$ cat config.mk
export PLATFORM = sky130hd
export DESIGN_NAME = xbp_top
export DESIGN_NICKNAME = d
export VERILOG_FILES = /design/src/rtl/xbp_pkg.sv /design/src/rtl/xbp_seq.sv /design/src/rtl/xbp_latch.sv /design/src/rtl/xbp_pinmux.sv /design/src/rtl/xbp_top.sv
export SDC_FILE = /design/constraint.sdc
export NUM_CORES = 1
export LEC_CHECK = 0
export BUFFER_PORTS_ARGS = -buffer_cell sky130_fd_sc_hd__buf_2
export CAP_MARGIN = 30
export CORE_MARGIN = 5
export CORE_UTILIZATION = 40
export DETAILED_ROUTE_END_ITERATION = 16
export PLACE_DENSITY = 0.73
export SLEW_MARGIN = 20
export SYNTH_ARGS = -nofsm -noshare
export SYNTH_HDL_FRONTEND = slang
export SYNTH_SLANG_ARGS = --single-unit
export TNS_END_PERCENT = 1
$ cat constraint.sdc
create_clock -name clk -period 1.55 [get_ports clk]
set_input_delay 0.2325 -clock clk [delete_from_list [all_inputs] [get_ports clk]]
set_output_delay 0.2325 -clock clk [all_outputs]
set_load 0.01 [all_outputs]
$ cat src/rtl/xbp_pkg.sv
package xbp_pkg;

    localparam int PORT_W = 8;
    localparam int ADDR_W = 18;

    typedef enum logic [1:0] {
        PH_IDLE = 2'd0,
        PH_ALE  = 2'd1,
        PH_STB  = 2'd2,
        PH_END  = 2'd3
    } phase_e;

    typedef enum logic [1:0] {
        K_FETCH = 2'd0,
        K_READ  = 2'd1,
        K_WRITE = 2'd2
    } kind_e;

    typedef struct packed {
        kind_e              kind;
        logic [ADDR_W-1:0]  addr;
        logic [PORT_W-1:0]  wdata;
        logic               page;
        logic               use_rd;
        logic               narrow;
    } cyc_t;

    function automatic kind_e decode_kind(input logic [1:0] code);
        if (code == 2'b00)      return K_FETCH;
        else if (code == 2'b10) return K_WRITE;
        else                    return K_READ;
    endfunction

    function automatic int unsigned addr_bits(input kind_e kind,
                                              input logic [1:0] awidth,
                                              input logic [1:0] xaddr);
        if (kind == K_FETCH) begin
            if (xaddr == 2'b00)      return 16;
            else if (xaddr == 2'b01) return 17;
            else                     return 18;
        end
        case (awidth)
            2'b00:   return 8;
            2'b01:   return 16;
            2'b10:   return 17;
            default: return 18;
        endcase
    endfunction

    function automatic logic [ADDR_W-1:0] mask_addr(input logic [ADDR_W-1:0] a,
                                                    input int unsigned bits);
        logic [ADDR_W-1:0] m;
        for (int i = 0; i < ADDR_W; i++) m[i] = (i < bits);
        return a & m;
    endfunction

endpackage

$ cat src/rtl/xbp_seq.sv
module xbp_seq
    import xbp_pkg::*;
#(
    parameter int STB_CYC = 2
) (
    input  logic   clk,
    input  logic   rst,
    input  logic   start,
    output phase_e phase,
    output logic   last_stb
);
    localparam int CW = (STB_CYC > 1) ? $clog2(STB_CYC) : 1;
    localparam logic [CW-1:0] LAST = CW'(STB_CYC - 1);

    phase_e        ph_q;
    logic [CW-1:0] cnt_q;

    assign phase    = ph_q;
    assign last_stb = (ph_q == PH_STB) && (cnt_q == LAST);

    always_ff @(posedge clk) begin
        if (rst) begin
            ph_q  <= PH_IDLE;
            cnt_q <= '0;
        end else begin
            case (ph_q)
                PH_IDLE: if (start) ph_q <= PH_ALE;
                PH_ALE: begin
                    ph_q  <= PH_STB;
                    cnt_q <= '0;
                end
                PH_STB: begin
                    if (cnt_q == LAST) ph_q <= PH_END;
                    else               cnt_q <= cnt_q + 1'b1;
                end
                default: ph_q <= PH_IDLE;
            endcase
        end
    end
endmodule

$ cat src/rtl/xbp_latch.sv
module xbp_latch
    import xbp_pkg::*;
(
    input  logic              clk,
    input  logic              rst,
    input  logic              clobber,
    input  logic              lo_we,
    input  logic [PORT_W-1:0] lo_wdata,
    input  logic              hi_we,
    input  logic [PORT_W-1:0] hi_wdata,
    output logic [PORT_W-1:0] lo_q,
    output logic [PORT_W-1:0] hi_q
);
    always_ff @(posedge clk) begin
        if (rst) begin
            lo_q <= '1;
            hi_q <= '1;
        end else begin
            if (clobber)    lo_q <= '1;
            else if (lo_we) lo_q <= lo_wdata;
            if (hi_we)      hi_q <= hi_wdata;
        end
    end
endmodule

$ cat src/rtl/xbp_pinmux.sv
module xbp_pinmux
    import xbp_pkg::*;
(
    input  phase_e            phase,
    input  cyc_t              cyc,
    input  logic [PORT_W-1:0] lo_q,
    input  logic [PORT_W-1:0] hi_q,
    output logic [PORT_W-1:0] lo_out,
    output logic              lo_oe,
    output logic [PORT_W-1:0] hi_out,
    output logic              hi_oe,
    output logic [1:0]        ahi_out,
    output logic              ale,
    output logic              psen_n,
    output logic              rd_n,
    output logic              wr_n
);
    logic in_stb, is_wr;

    assign in_stb = (phase == PH_STB);
    assign is_wr  = (cyc.kind == K_WRITE);
    assign ale    = (phase == PH_ALE);

    always_comb begin
        lo_out = lo_q;
        lo_oe  = 1'b1;
        if (phase == PH_ALE) begin
            lo_out = cyc.addr[7:0];
        end else if (in_stb) begin
            if (cyc.page)  lo_out = cyc.addr[7:0];
            else if (is_wr) lo_out = cyc.wdata;
            else begin
                lo_out = '0;
                lo_oe  = 1'b0;
            end
        end
    end

    always_comb begin
        hi_out = hi_q;
        hi_oe  = 1'b1;
        if (phase == PH_ALE) begin
            if (!cyc.narrow) hi_out = cyc.addr[15:8];
        end else if (in_stb) begin
            if (cyc.page) begin
                if (is_wr) hi_out = cyc.wdata;
                else begin
                    hi_out = '0;
                    hi_oe  = 1'b0;
                end
            end else if (!cyc.narrow) begin
                hi_out = cyc.addr[15:8];
            end
        end
    end

    assign ahi_out = (phase == PH_IDLE) ? 2'b00 : cyc.addr[17:16];
    assign psen_n  = !(in_stb && ((cyc.kind == K_FETCH) ||
                                  (cyc.kind == K_READ && !cyc.use_rd)));
    assign rd_n    = !(in_stb && cyc.kind == K_READ && cyc.use_rd);
    assign wr_n    = !(in_stb && is_wr);
endmodule

$ cat src/rtl/xbp_top.sv
module xbp_top
    import xbp_pkg::*;
#(
    parameter int STB_CYC = 2
) (
    input  logic        clk,
    input  logic        rst,
    input  logic        req_valid,
    input  logic [1:0]  req_kind,
    input  logic [17:0] req_addr,
    input  logic [7:0]  req_wdata,
    input  logic [1:0]  req_awidth,
    input  logic        req_page,
    input  logic [1:0]  cfg_xaddr,
    input  logic [1:0]  cfg_rdsel,
    output logic        busy,
    output logic        done,
    output logic [7:0]  rsp_rdata,
    input  logic        sw_lo_we,
    input  logic [7:0]  sw_lo_wdata,
    input  logic        sw_hi_we,
    input  logic [7:0]  sw_hi_wdata,
    output logic [7:0]  lo_latch,
    output logic [7:0]  hi_latch,
    input  logic [7:0]  lo_in,
    output logic [7:0]  lo_out,
    output logic        lo_oe,
    input  logic [7:0]  hi_in,
    output logic [7:0]  hi_out,
    output logic        hi_oe,
    output logic [1:0]  ahi_out,
    output logic        ale,
    output logic        psen_n,
    output logic        rd_n,
    output logic        wr_n
);
    phase_e phase;
    logic   last_stb;
    logic   accept;
    cyc_t   cyc_q, cyc_d;
    kind_e  kind_in;

    assign busy    = (phase != PH_IDLE);
    assign done    = (phase == PH_END);
    assign accept  = req_valid && !busy;
    assign kind_in = decode_kind(req_kind);

    always_comb begin
        cyc_d.kind   = kind_in;
        cyc_d.addr   = mask_addr(req_addr, addr_bits(kind_in, req_awidth, cfg_xaddr));
        cyc_d.wdata  = req_wdata;
        cyc_d.page   = req_page;
        cyc_d.use_rd = (cfg_rdsel != 2'b00);
        cyc_d.narrow = (kind_in != K_FETCH) && (req_awidth == 2'b00);
    end

    always_ff @(posedge clk) begin
        if (rst) begin
            cyc_q     <= '0;
            rsp_rdata <= '0;
        end else begin
            if (accept) cyc_q <= cyc_d;
            if (last_stb && cyc_q.kind != K_WRITE)
                rsp_rdata <= cyc_q.page ? hi_in : lo_in;
        end
    end

    xbp_seq #(.STB_CYC(STB_CYC)) seq_i (
        .clk(clk), .rst(rst), .start(accept),
        .phase(phase), .last_stb(last_stb)
    );

    xbp_latch latch_i (
        .clk(clk), .rst(rst), .clobber(accept),
        .lo_we(sw_lo_we), .lo_wdata(sw_lo_wdata),
        .hi_we(sw_hi_we), .hi_wdata(sw_hi_wdata),
        .lo_q(lo_latch), .hi_q(hi_latch)
    );

    xbp_pinmux pinmux_i (
        .phase(phase), .cyc(cyc_q), .lo_q(lo_latch), .hi_q(hi_latch),
        .lo_out(lo_out), .lo_oe(lo_oe), .hi_out(hi_out), .hi_oe(hi_oe),
        .ahi_out(ahi_out), .ale(ale), .psen_n(psen_n), .rd_n(rd_n), .wr_n(wr_n)
    );
endmodule

==> results.md, run 1 <==
* Initial DRC count at 91
* Total GRT Usage at 18.1%
* Grt met2 use at 28.4%
* Post-synth EDFFs at 0
* Slew margin rel. at 77.1%
* Min setup slack post-route at -0.394 ns
* Kind of critical path: register to output port
* Vias/cell at 5.26
* Status: finished with violations
* Worst vdd ir at 0.926 mV
* Die Wd at about 91 um
* Root Buffer: clkbuf_8
* Die height at roughly 91 um
* GP Congestion at around 0.86
* Post-synth top flop: dfxtp_1
* Post-Route Utilization at 61.3%
* Fmax at 514 MHz
* Final Hold Vio Count at 0
* CP Data Arrival Time at around 1.7 ns
* Synth area leaders: dfxtp_1, a22o_1, mux2i_1
* Post-synth top cells: dfxtp_1, nand2_1, a22o_1
* Fillers at 571
* Met1 Usage GRT at between 20% and 30%
* Final setup violation count at 25
* Most frequent cell after synthesis: dfxtp_1
* GR peak layer: met2
* First-pass DRT Iterations at 4
* DR vias at about 2600
* RSZ-0062 raised after global routing: true
* Layout cells sized above 1 at 47.5%
* Initial antenna violation count at 0
* Clock Skew at 0.00807 ns
* Boundary Pins at between 100 and 150
* #FFs+latches synth at just under 60
* Clock sink count at 58
* Largest net degree at the start of global routing at 31
* Final Cycle Share at 125%
* Share of the synthesized area in the top cell type at 44.3%
* Grt total ovfl at 0
* Max cap viols at 0
* Synth Net Count at 348
* Design Power at 5900 uW
* Detailed Route WL at 7710 um
* Rows at 29
* Avg Inst Size Synth at 9.68 um2
* Crit path cell chain: inv_4 > ha_4 > nand3b_1 > buf_6 > buf_12 > a31oi_2 > buf_2
* Yosys top cell by area: dfxtp_1
* Slew of the pin with the lowest slew margin at approximately 0.34 ns
* Vias in the first global route at 2562
* DIE AREA at 0.00828 mm2
* Peak fanout along the critical path at 8
* CTS tree: done
* Pwr per Cell Area at 1510 mW/mm2
* Cell count after synthesis at between 200 and 300
* Worst Path Buf+Inv at 4
* # nets final at slightly below 500
* Sequential element share of the synthesized area at 44.3%
* Global Route met3 Usage at under 10%
* First-pass GRT wire length at 12300 um
* Slowest cell on crit path: dfxtp_4
* CP startpoint kind: register
* Post-route antenna net violation count at 0
* Synth unique cells at 38
* Num CTS Buffers at 9
* Port buffer count at around 120
* CP peak stage delay at 0.38 ns
* Pins over their slew limit at 0
* WL/cell at roughly 16 um
* Hold buffers post-CTS at 0
* Failing checks: setup timing
* Worst-Skew Late Latency at approximately 0.32 ns
* Worst Setup End Kind: output port
* Yosys warns at 0
* CTS max path bufs at 2
* Cell Area, Synth at about 0.0026 mm2
* Post-DP HPWL at ~5900 um
* Clock slew at reported path FFs at approximately 0.07 ns
* Initial Util at between 40% and 50%
* Async S/R FF share, synth at 0%
* Critical path's top delay family: buffers and inverters
* Worst Hold Class: input pin to register
* Crit path time final at about 2 ns
* Leak at 0.00173 uW
* FF-to-FF setup slack at -0.04 ns
* ANT cells at 0
* CORE AREA at around 0.0063 mm2
* Worst EP required at 1.32 ns
* Area Growth Syn to Fin at 48.5%
* H-tree depth at 3
* DRC violation count after routing at 0
power breakdown:
part	internal [uW]	switching, uW
clock	603	562
combinational	1480	1340
sequential	1720	196
total	3810	2090
routing by layer:
metal / vias up / routed length (um)
li1: 1271 / -
met1: 1198 / 3380
met2: 100 / 3590
met3: 10 / 622
met4: 0 / 122
met5: - / 0
layout make-up:
cell class,instances,area [um2],area share (%)
Multi-Input combinational cell,187,1540,39.5
Sequential cell,58,1170,30.0
Timing Repair Buffer,149,910,23.4
Clock buffer,11,141,3.63
Tap cell,77,96.3,2.47
Clock inverter,4,20.0,0.514
Inverter,4,20.0,0.514
registers in the layout, indices dropped and copies added (netlist names):
name / count
seq_i.phase: 2
latch_i.hi_q: 8
latch_i.lo_q: 8
seq_i.cnt_q: 1
rsp_rdata: 8
cyc_q: 31
through the flow:
stage | hold slack (ns) | cell area [um2] | TNS [ns] | worst slack (ns) | instances
3_5_place_dp | 0.442 | 3540 | -1.36 | -0.118 | 470
5_1_grt | 0.0980 | 3890 | -9.55 | -0.483 | 490
4_1_cts | 0.0923 | 3740 | -7.66 | -0.424 | 486
2_1_floorplan | 0.346 | 2750 | -0.385 | -0.0316 | 271
6_report | 0.110 | 3890 | -7.29 | -0.394 | 490
3_3_place_gp | 0.436 | 3540 | -0.789 | -0.0655 | 470
cells by family after synthesis:
group,count (synthesis),synth area share (%)
AOI/OAI and AO/OA,91,26.3
and+or+nand+nor,74,15.7
DFF,58,44.3
buffers and inverters,26,4.91
muxes,17,6.49
adders and majority gates,5,2.38
worst paths after layout:
kind,startpoint,to,depth (start not counted)
setup reg to reg,seq_i.phase[0],seq_i.phase[0],6
hold / removal,sw_hi_wdata[6],latch_i.hi_q[6],2
hold reg to reg,cyc_q[28],cyc_q[28],2
setup / recovery,seq_i.phase[1],hi_out[4],7
timing repair:
item                                    CTS  global route
pin swaps                                 0             4
gates cloned                              0             1
resized for setup                         7            23
setup buffers                             1             3
endpoints found under the setup margin   23            35
hold endpoints to repair                  0             0
placed cells by master, fill, tap and decap left out, drive strengths merged:
cell    count
inv         4
a21boi      1
o21ba       1
ha          5
nand2      33
a211o       8
o21bai      1
nand4       1
clkinv      4
nor2b      22
a32o        2
nand3       1
dfxtp      58
nand3b      1
nor4b       1
or3b        1
a21oi      21
buf       149
mux2i      17
o21ai       6
a31oi       9
and2        2
a221o       8
a22o       26
and3b       1
nand2b      2
clkbuf     11
nor2        5
or2         1
or4         1
or4b        1
a211oi      8
nor3b       1
Power figures use the tool's default switching activity.
==> run 2: changes to the inputs <==
ABC_AREA = 1   (was default)
PLACE_DENSITY = 0.72   (was 0.73)
==> run 2 against run 1 <==
  * The flow still finishes with violations (setup timing)
  * Sequential share of layout area decreased by 2.0 points
  * Design area increased by 7.3%
  * Sequential power about the same
  * Setup slack improved by 0.14 ns
  * Die area increased by 6.9%
  * Combinational power increased by 31%
==> results.md, run 2 <==
* Design internal power at around 4400 uW
* DR vias at roughly 3200
* ANT cells at 0
* Initial DRC count at between 200 and 250
* Post-synth top cells: nand2_1, nand3_1, dfxtp_1
* Worst reg2reg endpoint: rsp_rdata[0]
* Critical path's top delay family: simple AND/OR/NAND/NOR gates
* CTS max path bufs at 2
* Worst Hold Class: input pin to register
* Cell area after layout at between 0.004 and 0.005 mm2
* Most frequent cells in the layout: nand2_1, buf_2, dfxtp_1
* CP endpoint: lo_out[6]
* Async S/R FF share, synth at 0%
* Compound-Gate Fraction of Synth Area at approximately 14%
* H-tree depth at 3
* Post-DP HPWL at 6750 um
* DRC violation count after routing at 0
* Clock sink count at just under 60
* Detailed Route WL at 9340 um
* Layout cells sized above 1 at about two fifths
* Die height at 94.1 um
* Root Buffer: clkbuf_8
* Fillers at approximately 620
* Kind of critical path: register to output port
* Worst Reg-to-Reg Cells at 6
* Failing checks: setup timing
* GP Congestion at approximately 0.84
* Hold buffers post-CTS at 0
* Peak fanout along the critical path at 5
* #FFs+latches synth at between 50 and 60
* RSZ-0062 raised after global routing: true
* CP startpoint kind: register
* Post-route antenna net violation count at 0
* Mux cell area share after synthesis at 0%
* Avg Inst Size Synth at about 7.0 um2
* Grt total ovfl at 0
* Leak at around 0.0021 uW
* Worst Setup End Kind: output port
* Initial Util at approximately two fifths
* CP Data Arrival Time at 1.58 ns
* Final Hold Vio Count at 0
* Boundary Pins at 122
* Most frequent cell after synthesis: nand2_1
* Area Growth Syn to Fin at 47.7%
* Pre-CTS setup slack at -0.0498 ns
* Slowest cell on crit path: dfxtp_4
* Pins over their slew limit at 0
* Switch share at around 39%
* NetSw at 2770 uW
* Sequential element share of the synthesized area at 41.0%
* Combinational share of power at 51.5%
* Post-Synth Simple-Gate Area at roughly 34%
* Post-synth top flop: dfxtp_1
* Sequential share of power at between 20% and 30%
* First-pass GRT wire length at approximately 14000 um
* Vias/cell at around 5.0
* # nets final at slightly above 600
* Cell Area, Synth at approximately 0.0028 mm2
* Initial antenna violation count at 0
* Clock network power share at between 20% and 30%
* Worst EP required at 1.32 ns
* Min setup slack post-route at -0.259 ns
* Rows at 30
* Post-Route Utilization at about three fifths
* Slew of the pin with the lowest slew margin at between 0.3 and 0.4 ns
* Post-synth EDFFs at 0
* Largest family of logic cells by synthesized area: simple AND/OR/NAND/NOR gates
* Crit path time final at between 1.5 and 2 ns
* Largest net degree at the start of global routing at 20
* Cell depth of the worst setup path at 8
* Worst vdd ir at between 0.7 and 0.8 mV
* First-pass DRT Iterations at 4
* Synth area leaders: dfxtp_1, nand2_1, nand3_1
* Synth Net Count at roughly 480
* Xor and xnor area share after synthesis at 0%
* Setup crit start: seq_i.phase[0]
* FF-to-FF setup slack at 0.09 ns
* Num CTS Buffers at 9
* Share of the synthesized area in the top cell type at between 40 and 50%
* Most flops, register: cyc_q
* Clock slew at reported path FFs at about 0.070 ns
* Yosys top cell by area: dfxtp_1
* CORE AREA at between 0.006 and 0.007 mm2
* Final Cycle Share at 117%
* Max cap viols at 0
* Slew margin rel. at 77.8%
* Total GRT Usage at 20.4%
* Pwr per Cell Area at 1720 mW/mm2
* Die Wd at ~94 um
* Worst hold margin at roughly 0.094 ns
* Vias in the first global route at ~2900
* Area after DPL at roughly 0.0036 mm2
* Final setup violation count at 24
* WL/cell at approximately 15 um
* Cell count after synthesis at approximately 400
* Worst Path Buf+Inv at 3
* Worst-Skew Late Latency at 0.34 ns
* CTS tree: done
* Worst r2r src: seq_i.phase[0]
* Fmax at 553 MHz
* DIE AREA at ~0.009 mm2
* Number of flip-flops in the largest register at 31
* Port buffer count at between 100 and 150
* Clock Skew at ~0.011 ns
* Synth unique cells at 28
* Status: finished with violations
* Yosys warns at 0
* Synth Area in Adders at between 2 and 2.5%
* CP peak stage delay at about 0.36 ns
* Crit path cell chain: inv_4 > ha_4 > nand2_4 > nor2_4 > buf_6 > nand2_1 > nand3_1 > buf_2
* Most common cell after layout, fill and taps aside: nand2_1
[run 2: layout make-up]
cell class	instances	area (um2)	area share, %
Sequential cell	58	1170	28.0
Inverter	39	156	3.74
Tap cell	96	120	2.87
Multi-Input combinational cell	288	1590	38.1
Clock inverter	5	77.6	1.86
Clock buffer	11	141	3.38
Timing Repair Buffer	143	922	22.1
[run 2: layer usage]
metal / up-vias / share of wire [%] / GRT usage (%)
met5: - / 0 / 0
met3: 28 / 8.1 / 4.57
met2: 147 / 48 / 33.1
met1: 1440 / 42 / 26.2
met4: 0 / 2.7 / 8.06
li1: 1591 / - / -
[run 2: kinds of logic (layout without fill, tap and decap cells)]
logic type | after synthesis | in the layout
compound gates | 61 | 61
fa+ha+maj | 5 | 5
buf+inv | 56 | 198
flops | 58 | 58
simple gates | 222 | 222
[run 2: per-stage QoR]
| step | cells | total power, uW | TNS, ns |
|---|---|---|---|
| CTS | 638 | 6560 | -4.17 |
| global placement | 622 | 4640 | 0 |
| global route | 640 | 7600 | -6.06 |
| floorplan | 402 | 3580 | 0 |
| detailed placement | 622 | 4700 | -0.190 |
| finish | 640 | 7170 | -4.43 |
[run 2: worst min-delay path: cells and delay by family]
family | cells | cell delay, ns
AOI/OAI and AO/OA | 1 | 0.05
buffers and inverters | 1 | 0.08
and+or+nand+nor | 1 | 0.04
[run 2: what timing repair did]
action                     in CTS  in global routing
setup endpoints to repair      24                 25
gates resized for setup        33                 45
pin swaps                       6                 10
cloned                          0                  1
buffers inserted                0                  1
[run 2: power by group through the flow]
stage	logic [uW]	registers [uW]	clock network (uW)
after detailed placement	2780	1920	0
after CTS	3070	1930	1560
after floorplan	1670	1910	0
after global placement	2730	1910	0
after global routing	4000	1970	1630
final	3690	1940	1540
[run 2: how the worst min path moves through the flow]
stage / startpoint / endpoint / slack (ns) / cells past startpoint
after floorplan: rst / seq_i.phase[0] / 0.30 / 1
after global placement: req_wdata[4] / cyc_q[7] / 0.44 / 3
after detailed placement: req_wdata[7] / cyc_q[10] / 0.44 / 3
after CTS: sw_lo_wdata[5] / latch_i.lo_q[5] / 0.09 / 3
after global routing: req_wdata[4] / cyc_q[7] / 0.09 / 3
final: req_wdata[4] / cyc_q[7] / 0.09 / 3
==> run 3: changes to the inputs <==
SKIP_LAST_GASP = 1   (was default)
==> run 3 against run 2 <==
  * The flow still finishes with violations (setup timing)
  * Setup slack improved by 0.0012 ns
  * Register-to-register slack lost 0.03 ns
  * Hold slack gained 0.0075 ns
  * Die area unchanged
  * Cell count stayed put
  * Via count up 0.72%
  * Sequential share of layout area is 1.2 points higher
  * Count of clock-buffer cells in the layout unchanged
  * Non-clock buffer count did not move
  * Sequential cell count stayed put
  * Wire length down 2.3%
  * Combinational power down 14%
==> results.md, run 3 (synthesized netlist as in run 2, its figures left out) <==
* Area Growth Syn to Fin at 41.4%
* H-tree depth at 3
* Worst EP required at approximately 1.3 ns
* Fmax at approximately 550 MHz
* ANT cells at 0
* Layout cells sized above 1 at a little over a third
* Largest net degree at the start of global routing at 20
* Initial Util at between 40 and 50%
* Num CTS Buffers at 9
* Max cap viols at 0
* Port buffer count at roughly 120
* Worst Setup End Kind: output port
* Vias/cell at 5.05
* Peak fanout along the critical path at 5
* Crit path time final at ~1.8 ns
* Failing checks: setup timing
* Final Cycle Share at 117%
* Boundary Pins at 122
* Pins over their slew limit at 0
* Hold buffers post-CTS at 0
* First-pass GRT wire length at approximately 14000 um
* Placed cells at 622
* Die Wd at between 90 and 100 um
* WHS Path Cells at 3
* DR vias at roughly 3200
* CORE AREA at between 0.006 and 0.007 mm2
* Initial DRC count at approximately 280
* CTS max path bufs at 2
* Clock Skew at 0.00688 ns
* Kind of critical path: register to output port
* Post-Layout Cell Count at between 600 and 700
* Most flops, register: cyc_q
* Combinational share of power at a little under half
* GP Congestion at between 0.8 and 0.9
* Worst-Skew Late Latency at roughly 0.34 ns
* NetSw at about 2600 uW
* Clock sink count at 58
* Post-DP HPWL at just under 7000 um
* Fillers at between 600 and 700
* Rows at 30
* Leak at roughly 0.002 uW
* # nets final at ~620
* Number of flip-flops in the largest register at 31
* Worst Hold Class: input pin to register
* Worst vdd ir at about 0.74 mV
* DIE AREA at around 0.0089 mm2
* Pre-CTS setup slack at -0.0498 ns
* CTS tree: done
* Detailed Route WL at about 9100 um
* Area after DPL at roughly 0.0036 mm2
* Cell area after layout at 0.00400 mm2
* Most frequent cells in the layout: nand2_1, buf_2, dfxtp_1
* Clock network power share at a little under a quarter
* Final Hold Vio Count at 0
* Worst Reg-to-Reg Cells at 6
* Post-route antenna net violation count at 0
* Worst hold margin at 0.102 ns
* WL/cell at ~14 um
* Vias in the first global route at 2914
* CP Data Arrival Time at ~1.6 ns
* Most common cell after layout, fill and taps aside: nand2_1
* Clock slew at reported path FFs at ~0.070 ns
* Pwr per Cell Area at 1660 mW/mm2
* Design internal power at 4020 uW
* Post-route setup TNS at -4.74 ns
* Slew of the pin with the lowest slew margin at roughly 0.33 ns
* Root Buffer: clkbuf_8
* Switch share at 39.4%
* Min setup slack post-route at -0.258 ns
* Final setup violation count at 24
* Die height at ~94 um
* Slew margin rel. at approximately four fifths
* Sequential share of power at around 29%
* Status: finished with violations
* DRC violation count after routing at 0
* CP startpoint kind: register
* Total GRT Usage at 20.2%
* Initial antenna violation count at 0
* RSZ-0062 raised after global routing: true
* Grt total ovfl at 0
* First-pass DRT Iterations at 5
-- run 3: cell counts in the layout (fill, tap and decap cells not counted) --
Identical to the previous run, type by type.
-- run 3: critical path, stage by stage (launching register included) --
cell and delay [ns]:
dfxtp_4 0.36, inv_4 0.07, ha_4 0.18, nand2_4 0.08, nor2_4 0.12, buf_6 0.11, nand3b_1 0.10, nand3_2 0.08
buf_6 0.14
-- run 3: per-layer routing --
layer / routed length [um] / up-vias / GRT usage [%]
li1: - / 1593 / -
met1: 3950 / 1474 / 26.2
met2: 4350 / 140 / 32.6
met3: 625 / 22 / 4.65
met4: 199 / 0 / 7.70
met5: 0 / - / 0
-- run 3: timing repair --
| action | in CTS | in global routing |
|---|---|---|
| pin swaps | 2 | 5 |
| setup buffers | 0 | 1 |
| setup endpoints to repair | 24 | 44 |
| gates resized for setup | 26 | 15 |
| gates cloned | 0 | 1 |
-- run 3: metrics by stage --
step / util (%) / power [uW]
final: 58.6 / 6640
after global placement: 52.9 / 4640
after CTS: 57.6 / 6450
after global routing: 58.6 / 7050
after floorplan: - / 3580
after detailed placement: 52.9 / 4700
-- run 3: area by class of cell --
type,instances,area (um2),share of cell area [%]
clock buffers,11,141,3.53
clock inverters,5,77.6,1.94
flip-flops and latches,58,1170,29.2
repair buffers,143,827,20.7
inverters,39,156,3.91
well taps,96,120,3.00
multi-input cells,288,1510,37.7
-- run 3: path summary, 6_finish.rpt --
path,start,endpoint,slack [ns]
max,seq_i.phase[0],hi_out[2],-0.26
min,sw_lo_wdata[1],latch_i.lo_q[1],0.10
max reg2reg,seq_i.phase[0],rsp_rdata[6],0.06
min reg2reg,cyc_q[27],cyc_q[27],0.46
-- run 3: power by group through the flow --
| stage | Combinational (uW) | Sequential, uW | Clock [uW] |
|---|---|---|---|
| 2_1_floorplan | 1670 | 1910 | 0 |
| 3_3_place_gp | 2730 | 1910 | 0 |
| 3_5_place_dp | 2780 | 1920 | 0 |
| 4_1_cts | 2960 | 1930 | 1560 |
| 5_1_grt | 3450 | 1970 | 1630 |
| 6_report | 3160 | 1940 | 1540 |
